--- src/rtl/sdc_pkg.sv ---
package sdc_pkg;
  localparam int CMD_LEN   = 48;
  localparam int SHORT_LEN = 48;
  localparam int LONG_LEN  = 136;
  localparam int KEEP_W    = 128;
  localparam int PAY_W     = 120;

  typedef enum logic [1:0] {
    RSP_NONE  = 2'd0,
    RSP_LONG  = 2'd1,
    RSP_SHORT = 2'd2,
    RSP_BUSY  = 2'd3
  } rsp_kind_e;

  typedef struct packed {
    logic [5:0] idx;
    rsp_kind_e  kind;
    logic       crc_chk;
    logic       idx_chk;
    logic       uses_dat;
    logic       rd_dir;
    logic       multi;
    logic       cnt_en;
  } cmd_fields_t;

  // CRC7, polynomial x^7+x^3+1, over the low nbits of bits, MSB first
  function automatic logic [6:0] crc7_of(input logic [PAY_W-1:0] bits, input int nbits);
    logic [6:0] c;
    logic       fb;
    c = '0;
    for (int i = PAY_W - 1; i >= 0; i--) begin
      if (i < nbits) begin
        fb = bits[i] ^ c[6];
        c  = {c[5:0], 1'b0};
        if (fb) c = c ^ 7'h09;
      end
    end
    return c;
  endfunction
endpackage

--- src/rtl/sdc_cmd_decode.sv ---
module sdc_cmd_decode
  import sdc_pkg::*;
(
  input  logic [31:0]        cmd_word,
  input  logic [31:0]        cmd_arg,
  output cmd_fields_t        fields,
  output logic [CMD_LEN-1:0] frame
);
  logic unused_bits;
  logic [39:0] head;

  assign unused_bits = ^{cmd_word[31:30], cmd_word[23:22], cmd_word[18],
                         cmd_word[15:6], cmd_word[3:2], cmd_word[0]};

  always_comb begin
    fields.idx      = cmd_word[29:24];
    fields.kind     = rsp_kind_e'(cmd_word[17:16]);
    fields.crc_chk  = cmd_word[19];
    fields.idx_chk  = cmd_word[20];
    fields.uses_dat = cmd_word[21];
    fields.rd_dir   = cmd_word[4];
    fields.multi    = cmd_word[5];
    fields.cnt_en   = cmd_word[1];
  end

  assign head  = {1'b0, 1'b1, cmd_word[29:24], cmd_arg};
  assign frame = {head, crc7_of({{(PAY_W-40){1'b0}}, head}, 40), 1'b1};
endmodule

--- src/rtl/sdc_cmd_tx.sv ---
module sdc_cmd_tx #(
  parameter int FRAME_W = 48
) (
  input  logic               clk,
  input  logic               rst_n,
  input  logic               load,
  input  logic [FRAME_W-1:0] frame,
  output logic               line,
  output logic               oe,
  output logic               fin
);
  localparam int CW = $clog2(FRAME_W + 1);

  logic [FRAME_W-1:0] sr;
  logic [CW-1:0]      cnt;
  logic               active;

  always_ff @(posedge clk or negedge rst_n) begin
    if (!rst_n) begin
      sr     <= '0;
      cnt    <= '0;
      active <= 1'b0;
      fin    <= 1'b0;
    end else begin
      fin <= 1'b0;
      if (load && !active) begin
        sr     <= frame;
        cnt    <= CW'(FRAME_W);
        active <= 1'b1;
      end else if (active) begin
        sr  <= {sr[FRAME_W-2:0], 1'b1};
        cnt <= cnt - 1'b1;
        if (cnt == CW'(1)) begin
          active <= 1'b0;
          fin    <= 1'b1;
        end
      end
    end
  end

  assign line = active ? sr[FRAME_W-1] : 1'b1;
  assign oe   = active;

  AST_LINE_IDLE_HIGH: assert property (@(posedge clk) disable iff (!rst_n)
    !oe |-> line);
  AST_START_BIT_LOW: assert property (@(posedge clk) disable iff (!rst_n)
    $rose(oe) |-> !line);
  AST_FIN_AFTER_DRIVE: assert property (@(posedge clk) disable iff (!rst_n)
    fin |-> $past(oe) && !oe);
endmodule

--- src/rtl/sdc_resp_rx.sv ---
module sdc_resp_rx #(
  parameter int TIMEOUT_CYC = 64,
  parameter int SHORT_W     = 48,
  parameter int LONG_W      = 136,
  parameter int KEEP_W      = 128
) (
  input  logic              clk,
  input  logic              rst_n,
  input  logic              arm,
  input  logic              long_fmt,
  input  logic              line,
  output logic [KEEP_W-1:0] frame,
  output logic              got,
  output logic              tmo
);
  localparam int WW = $clog2(TIMEOUT_CYC + 1);
  localparam int BW = $clog2(LONG_W + 1);

  typedef enum logic [1:0] {RX_IDLE, RX_WAIT, RX_SHIFT} rx_state_e;

  rx_state_e      st;
  logic [WW-1:0]  wcnt;
  logic [BW-1:0]  bcnt;
  logic           long_q;

  always_ff @(posedge clk or negedge rst_n) begin
    if (!rst_n) begin
      st     <= RX_IDLE;
      wcnt   <= '0;
      bcnt   <= '0;
      long_q <= 1'b0;
      frame  <= '0;
      got    <= 1'b0;
      tmo    <= 1'b0;
    end else begin
      got <= 1'b0;
      tmo <= 1'b0;
      unique case (st)
        RX_IDLE: if (arm) begin
          st     <= RX_WAIT;
          wcnt   <= '0;
          long_q <= long_fmt;
          frame  <= '0;
        end
        RX_WAIT: begin
          if (!line) begin
            st    <= RX_SHIFT;
            frame <= {frame[KEEP_W-2:0], 1'b0};
            bcnt  <= long_q ? BW'(LONG_W - 1) : BW'(SHORT_W - 1);
          end else if (wcnt == WW'(TIMEOUT_CYC - 1)) begin
            st  <= RX_IDLE;
            tmo <= 1'b1;
          end else begin
            wcnt <= wcnt + 1'b1;
          end
        end
        RX_SHIFT: begin
          frame <= {frame[KEEP_W-2:0], line};
          bcnt  <= bcnt - 1'b1;
          if (bcnt == BW'(1)) begin
            st  <= RX_IDLE;
            got <= 1'b1;
          end
        end
        default: st <= RX_IDLE;
      endcase
    end
  end

  AST_RX_ONE_OUTCOME: assert property (@(posedge clk) disable iff (!rst_n)
    !(got && tmo));
  AST_TMO_FROM_WAIT: assert property (@(posedge clk) disable iff (!rst_n)
    tmo |-> $past(st == RX_WAIT) && $past(line));
endmodule

--- src/rtl/sdc_cmd_issue.sv ---
module sdc_cmd_issue
  import sdc_pkg::*;
#(
  parameter int TIMEOUT_CYC = 64
) (
  input  logic         clk,
  input  logic         rst_n,
  input  logic         cmd_wr,
  input  logic [31:0]  cmd_word,
  input  logic [31:0]  cmd_arg,
  input  logic         dat_release,
  input  logic         cmd_in,
  output logic         cmd_out,
  output logic         cmd_oe,
  output logic         cmd_inhibit,
  output logic         dat_inhibit,
  output logic         xfer_read,
  output logic         xfer_multi,
  output logic         xfer_cnt_en,
  output logic [127:0] resp_words,
  output logic         evt_done,
  output logic         evt_timeout,
  output logic         evt_crc,
  output logic         evt_index,
  output logic         evt_end
);
  cmd_fields_t        dec_f;
  logic [CMD_LEN-1:0] dec_frame;
  logic               accept;
  logic [5:0]         cur_idx;
  rsp_kind_e          cur_kind;
  logic               cur_crc, cur_ix;
  logic               tx_fin, rx_got, rx_tmo, rx_arm;
  logic [KEEP_W-1:0]  rx_frame;
  logic               cur_long, bad_crc, bad_idx, bad_end, cmd_over;
  logic [6:0]         crc_calc;

  sdc_cmd_decode u_dec (
    .cmd_word (cmd_word),
    .cmd_arg  (cmd_arg),
    .fields   (dec_f),
    .frame    (dec_frame)
  );

  assign accept = cmd_wr && !cmd_inhibit;

  sdc_cmd_tx #(.FRAME_W(CMD_LEN)) u_tx (
    .clk   (clk),
    .rst_n (rst_n),
    .load  (accept),
    .frame (dec_frame),
    .line  (cmd_out),
    .oe    (cmd_oe),
    .fin   (tx_fin)
  );

  assign rx_arm   = tx_fin && (cur_kind != RSP_NONE);
  assign cur_long = (cur_kind == RSP_LONG);

  sdc_resp_rx #(
    .TIMEOUT_CYC (TIMEOUT_CYC),
    .SHORT_W     (SHORT_LEN),
    .LONG_W      (LONG_LEN),
    .KEEP_W      (KEEP_W)
  ) u_rx (
    .clk      (clk),
    .rst_n    (rst_n),
    .arm      (rx_arm),
    .long_fmt (cur_long),
    .line     (cmd_in),
    .frame    (rx_frame),
    .got      (rx_got),
    .tmo      (rx_tmo)
  );

  // response checks, evaluated in the cycle the last bit has landed
  always_comb begin
    crc_calc = cur_long ? crc7_of(rx_frame[127:8], PAY_W)
                        : crc7_of({{(PAY_W-40){1'b0}}, rx_frame[47:8]}, 40);
    bad_crc  = cur_crc && (crc_calc != rx_frame[7:1]);
    bad_idx  = cur_ix && !cur_long && (rx_frame[45:40] != cur_idx);
    bad_end  = !rx_frame[0];
  end

  assign cmd_over = (tx_fin && cur_kind == RSP_NONE) || rx_tmo || rx_got;

  always_ff @(posedge clk or negedge rst_n) begin
    if (!rst_n) begin
      cur_idx     <= '0;
      cur_kind    <= RSP_NONE;
      cur_crc     <= 1'b0;
      cur_ix      <= 1'b0;
      xfer_read   <= 1'b0;
      xfer_multi  <= 1'b0;
      xfer_cnt_en <= 1'b0;
      cmd_inhibit <= 1'b0;
      dat_inhibit <= 1'b0;
      resp_words  <= '0;
      evt_done    <= 1'b0;
      evt_timeout <= 1'b0;
      evt_crc     <= 1'b0;
      evt_index   <= 1'b0;
      evt_end     <= 1'b0;
    end else begin
      evt_done    <= 1'b0;
      evt_timeout <= 1'b0;
      evt_crc     <= 1'b0;
      evt_index   <= 1'b0;
      evt_end     <= 1'b0;
      if (accept) begin
        cur_idx     <= dec_f.idx;
        cur_kind    <= dec_f.kind;
        cur_crc     <= dec_f.crc_chk;
        cur_ix      <= dec_f.idx_chk;
        xfer_read   <= dec_f.rd_dir;
        xfer_multi  <= dec_f.multi;
        xfer_cnt_en <= dec_f.cnt_en;
        cmd_inhibit <= 1'b1;
      end else if (cmd_over) begin
        cmd_inhibit <= 1'b0;
      end
      if (accept && (dec_f.uses_dat || dec_f.kind == RSP_BUSY))
        dat_inhibit <= 1'b1;
      else if (dat_release)
        dat_inhibit <= 1'b0;
      if (tx_fin && cur_kind == RSP_NONE) evt_done <= 1'b1;
      if (rx_tmo) evt_timeout <= 1'b1;
      if (rx_got) begin
        evt_crc   <= bad_crc;
        evt_index <= bad_idx;
        evt_end   <= bad_end;
        evt_done  <= !(bad_crc || bad_idx || bad_end);
        resp_words <= cur_long ? {8'h00, rx_frame[127:8]}
                               : {96'h0, rx_frame[39:8]};
      end
    end
  end

  AST_TX_UNDER_INHIBIT: assert property (@(posedge clk) disable iff (!rst_n)
    cmd_oe |-> cmd_inhibit);
  AST_BUSY_WRITE_DROPPED: assert property (@(posedge clk) disable iff (!rst_n)
    (cmd_inhibit && cmd_wr) |=> $stable(cur_idx) && $stable(cur_kind));
  AST_DAT_RESERVED: assert property (@(posedge clk) disable iff (!rst_n)
    (accept && (dec_f.uses_dat || dec_f.kind == RSP_BUSY)) |=> dat_inhibit);
  AST_DONE_EXCLUSIVE: assert property (@(posedge clk) disable iff (!rst_n)
    evt_done |-> !(evt_timeout || evt_crc || evt_index || evt_end));
  AST_EVENT_FREES_LINE: assert property (@(posedge clk) disable iff (!rst_n)
    (evt_done || evt_timeout || evt_crc || evt_index || evt_end) |-> !cmd_inhibit);
  AST_TMO_KEEPS_RESP: assert property (@(posedge clk) disable iff (!rst_n)
    evt_timeout |-> $stable(resp_words));
endmodule

--- config.mk ---
export PLATFORM = sky130hd
export DESIGN_NAME = sdc_cmd_issue
export DESIGN_NICKNAME = d
export VERILOG_FILES = /design/src/rtl/sdc_pkg.sv /design/src/rtl/sdc_cmd_decode.sv /design/src/rtl/sdc_cmd_tx.sv /design/src/rtl/sdc_resp_rx.sv /design/src/rtl/sdc_cmd_issue.sv
export SDC_FILE = /design/constraint.sdc
export NUM_CORES = 1
export LEC_CHECK = 0
export BUFFER_PORTS_ARGS = -buffer_cell sky130_fd_sc_hd__buf_4
export CORE_UTILIZATION = 46
export CTS_CLUSTER_SIZE = 8
export DETAILED_ROUTE_END_ITERATION = 8
export GPL_TIMING_DRIVEN = 0
export HOLD_SLACK_MARGIN = 0.12
export PLACE_DENSITY = 0.68
export SYNTH_ARGS = -nofsm -noshare
export SYNTH_HDL_FRONTEND = slang
export SYNTH_SLANG_ARGS = --single-unit
--- constraint.sdc ---
create_clock -name clk -period 7.6 [get_ports clk]
set_input_delay 0.76 -clock clk [delete_from_list [all_inputs] [get_ports clk]]
set_output_delay 0.76 -clock clk [all_outputs]
set_load 0.005 [all_outputs]
==> results of run 1 <==
through the flow:
stage / cell area (sq um) / hold slack, ns
final: 21800 / 0.169
after CTS: 21800 / 0.163
after detailed placement: 20500 / 0.425
after floorplan: 18400 / 0.354
after global placement: 20400 / 0.439
after global routing: 21800 / 0.196
worst reg2reg max path, delay by kind of cell (launching register included):
kind / cells / cell delay (ns)
AND/OR/NAND/NOR: 1 / 0.22
XOR/XNOR: 12 / 4.42
AO/OA/AOI/OAI: 3 / 0.55
flip-flops: 1 / 0.45
metal layers:
layer / share of wire, % / routed length [um] / up-vias
li1: - / - / 6444
met1: 44 / 19300 / 6592
met2: 48 / 21200 / 324
met3: 4.6 / 2000 / 81
met4: 2.9 / 1260 / 0
met5: 0 / 0 / -
synthesized netlist by cell type, types with 2 or more instances:
cell type	number	area share [%]
xnor3_2	5	0.65
xnor2_1	225	11
o221ai_1	3	0.14
xor2_2	3	0.27
xnor3_1	50	6.1
nand2b_1	5	0.17
nor2_1	36	0.73
o21a_1	2	0.082
mux2i_1	39	2.1
o2bb2ai_1	88	4.2
nand3_1	11	0.30
o211ai_1	3	0.12
clkbuf_1	98	2.0
o21ai_0	179	4.9
o22ai_1	2	0.068
nor3_1	12	0.33
a311oi_1	2	0.095
and3_1	2	0.068
buf_2	4	0.11
ha_1	9	0.61
mux2_2	36	2.2
xnor2_2	5	0.44
nand2_1	459	9.4
or3_1	4	0.14
inv_1	12	0.24
nor2b_1	3	0.10
a221oi_1	2	0.095
buf_1	11	0.22
a21o_1	6	0.24
a21oi_1	29	0.79
buf_4	8	0.33
xor3_1	4	0.52
a31oi_1	5	0.17
o21bai_1	2	0.082
xnor2_4	2	0.30
dfrtp_1	344	47
xor2_1	77	3.7
path summary, 6_finish.rpt:
kind,start,endpoint,slack [ns],cells after the start
setup / recovery,u_rx.frame[123],evt_done,1.88,16
min in group clk,cmd_word[5],xfer_multi,0.39,3
hold reg to reg,u_rx.wcnt[6],u_rx.tmo,0.46,1
max in group asynchronous,rst_n,resp_words[9],6.12,3
hold / removal,rst_n,resp_words[81],0.17,1
setup reg to reg,u_rx.frame[123],evt_done,1.88,16
state kept, by name, indices dropped and copies added (netlist names), 6 cells and up:
register / flops
cur_idx: 6
resp_words: 120
u_rx.bcnt: 8
u_rx.frame: 128
u_rx.wcnt: 7
u_tx.cnt: 6
u_tx.sr: 48
cells by family (layout without fill, tap and decap cells):
logic type / count (synthesis) / in the layout
AOI/OAI and AO/OA: 328 / 328
xor gates and xnor gates: 371 / 371
adders and majority gates: 9 / 9
buffers and inverters: 135 / 375
DFF: 344 / 344
muxes: 75 / 75
other: 1 / 8
and+or+nand+nor: 537 / 537
power by group through the flow:
stage / clock network [mW] / registers (mW) / logic (mW)
global placement: 0 / 2.17 / 1.51
CTS: 1.93 / 2.15 / 1.56
detailed placement: 0 / 2.17 / 1.56
floorplan: 0 / 2.14 / 1.10
finish: 1.88 / 2.15 / 1.56
global route: 2.00 / 2.17 / 1.73
cell type report:
class | instances | area (sq um)
inverter | 13 | 48.8
fill | 3342 | 17200
buffer | 122 | 500
clock inverter | 4 | 27.5
timing repair buffer | 185 | 1460
tap | 518 | 648
multi-input combinational | 1328 | 9270
clock buffer | 51 | 1230
sequential | 344 | 8610
==> run_results.csv, run 1 <==
group,metric,value,unit
outcome,status,"finished clean",
routing,drt.antenna.violating_nets,0,
setup_path,crit_buf_inv,0,
layout,post-route-util,55.9,%
yosys,yosys-mux-area-fraction,4.32,%
global_route,grt_max_degree,104,
placed_design,port_buffers,182,
power_and_ir_drop,p_comb_share,27.9,%
setup_path,required,8.09,ns
floorplanning,die_area,40800,sq um
routing,drt-total-wl,43.7,mm
setup_path,cp.arrival,6.21,ns
placed_design,finalWeightedCongestion,0.866,
clocking,cts_buffers,49,
timing,min_period,5.72,ns
yosys,ys_seq_area_share,46.8,%
floorplanning,die_h,202,um
power_and_ir_drop,power_switching,1.95,mW
global_route,grt.met3_usage,3.26,%
floorplanning,die_w,202,um
clocking,cts_resized,0,
global_route,grt_use_total,22.0,%
global_route,grt_pass1_vias,13700,
power_and_ir_drop,irDropWorstVdd,227,uV
timing,tns,0,ns
layout,most-common-layout-cells,"nand2_1, dfrtp_1, xnor2_1, buf_4, o21ai_0",
power_and_ir_drop,clock_power_share,33.6,%
clocking,root_buffer,"clkbuf_16",
layout,fin_nets,2121,
setup_path,crit_fanout,5,
timing,setup_ws,1.88,ns
clocking,holdBufCountCts,0,
floorplanning,start_util,47.2,%
layout,drive_gt1_share,14.8,%
yosys,synth_edf_count,0,
clocking,cts_tree,"done",
floorplanning,core_area,39000,sq um
layout,diodes,0,
yosys,synth-simple-area-share,11.4,%
routing,vias,13400,
yosys,yosysWarnings,0,
power_and_ir_drop,intPower,3.64,mW
setup_path,cp_cell_sequence,"xnor3_1 -> xnor3_1 -> xnor3_2 -> xnor3_2 -> xnor2_2 -> xor3_1 -> xnor2_2 -> xnor3_1 -> xnor2_2 -> xnor3_1 -> xnor2_1 -> xor2_1 -> o211ai_1 -> nor3b_1 -> a41oi_1 -> a211oi_2",
placed_design,dp_hpwl,32.1,mm
layout,final_cells,2565,
power_and_ir_drop,power.total,5.59,mW
layout,final_common_cell,"nand2_1",
yosys,syn_area_per_cell,10.2,sq um
setup_path,cp_top_family,"XOR/XNOR gates",
power_and_ir_drop,static-leakage-power,9.69,nW
placed_design,pre_cts_ws,1.91,ns
layout,area_delta_synth_final,18.4,%
setup_path,crit_type,"flip-flop to flip-flop",
yosys,synth_top_family_by_area,"XOR/XNOR gates",
setup_path,start_kind,"flip-flop",
power_and_ir_drop,p_per_area,256,nW/um^2
global_route,grt_use_met1,29.4,%
setup_path,crit_slowest_cell,"xnor3_1",
global_route,busiest_layer,"met2",
routing,first_pass_iters,7,
yosys,ys_async_sr_fraction,100,%
global_route,use_met2,36.2,%
clocking,post-cts-setup-buffers,0,
yosys,synth-main-ff-cell,"dfrtp_1",
timing,fin_crit_sh,75.3,%
timing,maxSlewHeadroom,33.2,%
floorplanning,core.rowCount,72,
timing,skew,0.0221,ns
clocking,h-tree-depth,2,
yosys,syn_area,18400,sq um
routing,drc,0,
clocking,cts.path.max_buffers,3,
timing,rsz0062_at_grt,"false",
clocking,clkTransAtPathRegs,0.05,ns
yosys,synth-seq-cells,344,
routing,avgViaCountPerCell,5.24,
floorplanning,boundaryPins,209,
timing,fmax,0.175,GHz
yosys,synth_compound_area_share,11.2,%
yosys,ys_types,50,
yosys,synthAdderAreaFrac,0.612,%
clocking,clock-sinks,344,
power_and_ir_drop,power.share.sequential,38.5,%
setup_path,cp-end-kind,"flip-flop",
timing,hold_violations,0,
global_route,gr-total-overflow,0,
flow_run,max_cap_viol_count,0,
global_route,grt_pass1_wl,71.9,mm
setup_path,max_stage_delay,0.53,ns
global_route,grt_antenna_before_repair,0,
hold_path,hold_path_class,"input pin to asynchronous set/reset pin",
yosys,synth_xor_area_share,22.7,%
yosys,netlist_instances,1800,
timing,maxSlewViolCount,0,
power_and_ir_drop,swShare,34.9,%
routing,drt-initial-drc-count,804,
placed_design,dp_cells,2510,
clocking,clock_latency,0.57,ns
setup_path,cpMostUsedCell,"xnor3_1",
timing,finalSetupViolCount,0,
timing,worst_pin_slew,1.00,ns
routing,wl_per_cell,17.0,um
Power figures use the tool's default switching activity.
==> run 2, diff against run 1 <==
--- a/config.mk
+++ b/config.mk
@@ -5,6 +5,7 @@
 export SDC_FILE = /design/constraint.sdc
 export NUM_CORES = 1
 export LEC_CHECK = 0
+export ABC_AREA = 1
 export BUFFER_PORTS_ARGS = -buffer_cell sky130_fd_sc_hd__buf_4
 export CORE_UTILIZATION = 46
 export CTS_CLUSTER_SIZE = 8
==> constraint.sdc (replaced) <==
create_clock -name clk -period 5.3 [get_ports clk]
set_input_delay 0.53 -clock clk [delete_from_list [all_inputs] [get_ports clk]]
set_output_delay 0.53 -clock clk [all_outputs]
set_load 0.005 [all_outputs]
==> run 2 against run 1 <==
The run now ends with negative setup slack left. Clock-buffer cell count up 3. Combinational power down 15%. Global-route usage up 4.4 points. Critical endpoint unchanged. Largest cell class unchanged.
==> run_results.csv, run 2 <==
group,metric,value,unit
outcome,status,"complete, but fails checks",
outcome,violations,"negative setup slack",
setup_path,cp-end-kind,"flip-flop",
yosys,synth_edf_count,0,
timing,hold_violations,0,
layout,most-common-layout-cells,"nand2_1, dfrtp_1, nand3_1, inv_1, nand2_2",
clocking,h-tree-depth,2,
clocking,cts_buffers,49,
setup_path,cpMostUsedCell,"nand2_2",
setup_path,cp_top_family,"simple AND/OR/NAND/NOR gates",
routing,drt-initial-drc-count,1357,
yosys,yosys-top-cells-count,"nand2_1, nand3_1, dfrtp_1",
setup_path,start_kind,"flip-flop",
floorplanning,die_h,211,um
power_and_ir_drop,static-leakage-power,12.4,nW
layout,final_cells,3494,
power_and_ir_drop,power.total,6.77,mW
layout,drive_gt1_share,23.2,%
yosys,ys_async_sr_fraction,100,%
global_route,busiest_layer,"met2",
layout,regMostFlops,"u_rx.frame",
yosys,ys_types,39,
layout,largest_reg_flops,128,
floorplanning,die_w,211,um
global_route,grt_pass1_wl,93.8,mm
flow_run,max_cap_viol_count,0,
placed_design,pre_cts_ws,-1.85,ns
floorplanning,boundaryPins,209,
routing,first_pass_iters,6,
floorplanning,core.rowCount,76,
global_route,gr-total-overflow,0,
clocking,cts_tree,"done",
yosys,netlist_instances,2647,
clocking,root_buffer,"clkbuf_16",
routing,drt-total-wl,58.4,mm
floorplanning,start_util,46.5,%
timing,min_period,7.00,ns
layout,area_delta_synth_final,22.0,%
timing,skew,0.0242,ns
setup_path,required,5.80,ns
timing,maxSlewHeadroom,7.17,%
timing,worst_pin_slew,1.39,ns
setup_path,crit_type,"flip-flop to flip-flop",
setup_path,max_stage_delay,0.45,ns
routing,wl_per_cell,16.7,um
routing,vias,18800,
power_and_ir_drop,irDropWorstVdd,595,uV
timing,finalSetupViolCount,2,
yosys,syn_area_per_cell,7.57,sq um
clocking,clock-sinks,344,
layout,reg.largest.list,"u_rx.frame x128, resp_words x120, u_tx.sr x48",
layout,diodes,0,
layout,fin_nets,2982,
placed_design,dp_cells,3424,
yosys,synth-seq-cells,344,
global_route,grt_max_degree,103,
global_route,grt.met3_usage,4.62,%
yosys,ys_top_cells_by_area,"dfrtp_1, nand2_1, nand3_1",
clocking,clkTransAtPathRegs,0.05,ns
floorplanning,die_area,44400,sq um
timing,maxSlewViolCount,0,
global_route,use_met2,42.3,%
global_route,grt_use_total,26.4,%
setup_path,crit_slowest_cell,"dfrtp_2",
timing,setup_ws,-1.70,ns
yosys,yosysMostFrequentCell,"nand2_1",
yosys,synth.top_cell.area_share,42.9,%
timing,rsz0062_at_grt,"true",
yosys,syn_area,20100,sq um
setup_path,crit_buf_inv,10,
routing,avgViaCountPerCell,5.37,
global_route,grt_antenna_before_repair,0,
setup_path,crit_fanout,5,
layout,post-route-util,56.8,%
hold_path,worstHoldStart,"cmd_word[1]",
yosys,ys_seq_area_share,42.9,%
hold_path,hold_path_class,"input pin to flip-flop",
clocking,clock_latency,0.59,ns
yosys,synth-main-ff-cell,"dfrtp_1",
timing,hold_slack,0.159,ns
power_and_ir_drop,p_per_area,277,nW/um^2
placed_design,finalWeightedCongestion,0.947,
placed_design,port_buffers,182,
clocking,cts.path.max_buffers,3,
global_route,grt_use_met1,35.7,%
routing,drc,0,
timing,fmax,0.143,GHz
setup_path,worstReg2RegStart,"u_rx.frame[126]",
timing,fin_crit_sh,132,%
layout,final_common_cell,"nand2_1",
yosys,yosysWarnings,0,
placed_design,dp_hpwl,43.2,mm
global_route,grt_pass1_vias,18200,
yosys,synth_area_leader_cell,"dfrtp_1",
setup_path,startpoint,"u_rx.frame[126]",
routing,drt.antenna.violating_nets,0,
setup_path,cp.arrival,7.50,ns
floorplanning,core_area,43100,sq um
## run 2: changes by cell type in the layout (fill, tap and decap cells not counted), sizes merged, moves of 20 or more
cell     delta
nand2     +488
nand3     +359
inv       +274
xnor2     -169
o2bb2ai    -88
o31ai      +87
xnor3      -55
mux2i      -39
mux2       -36
nor2       +20
## run 2: final timing paths
check / depth (start not counted) / endpoint / slack [ns]
max in group asynchronous: 4 / u_rx.frame[16] / 3.51
min: 3 / xfer_cnt_en / 0.16
max: 77 / evt_done / -1.70
min reg2reg: 0 / evt_timeout / 0.40
min in group asynchronous: 2 / resp_words[64] / 0.50
max reg2reg: 77 / evt_done / -1.70
## run 2: logic make-up (layout without fill, tap and decap cells)
kind of cell	Yosys count	in the layout	synth area share (%)
AOI/OAI and AO/OA	350	350	10.5
xor gates and xnor gates	150	150	6.55
adders and majority gates	9	9	0.562
buffers and inverters	393	648	7.58
DFF	344	344	42.9
other	1	8	0.0187
and+or+nand+nor	1400	1400	31.8
## run 2: final cells by class
class / instances / area [sq um]
multi-input combinational: 1917 / 10700
buffer: 104 / 435
clock buffer: 54 / 1290
fill: 4021 / 18600
timing repair buffer: 199 / 1570
tap: 585 / 732
inverter: 289 / 1090
clock inverter: 2 / 17.5
sequential: 344 / 8610
## run 2: worst reg2reg max path, delay by kind of cell, from the launching register on
kind                   cells  cell delay, ns
XOR/XNOR                   1            0.15
buffers and inverters     10            0.73
flip-flops                 1            0.45
AND/OR/NAND/NOR           66            5.64
## run 2: timing repair
item | CTS | global route
setup buffers | 6 | 6
pin swaps | 44 | 17
hold buffers | 2 | 0
endpoints found under the hold margin | 70 | 0
resized for setup | 153 | 49
endpoints found under the setup margin | 2 | 2
## run 2: layer usage
metal | vias to the layer above | part of all wire (%)
li1 | 9053 | -
met1 | 8982 | 44
met2 | 639 | 46
met3 | 105 | 6.5
met4 | 0 | 3.0
met5 | - | 0
## run 2: per-stage QoR
stage,area [sq um],setup TNS (ns)
detailed placement,22300,-3.67
finish,24500,-3.37
CTS,24200,-3.12
global route,24500,-4.76
global placement,22200,-3.25
floorplan,20100,-0.907
## run 2: power by group
group / internal, mW / leakage (nW) / switching, mW / total [mW]
sequential: 2.63 / 3.83 / 0.0000000000000000101 / 2.63
clock: 1.68 / 0.641 / 1.13 / 2.81
combinational: 0.606 / 7.96 / 0.726 / 1.33
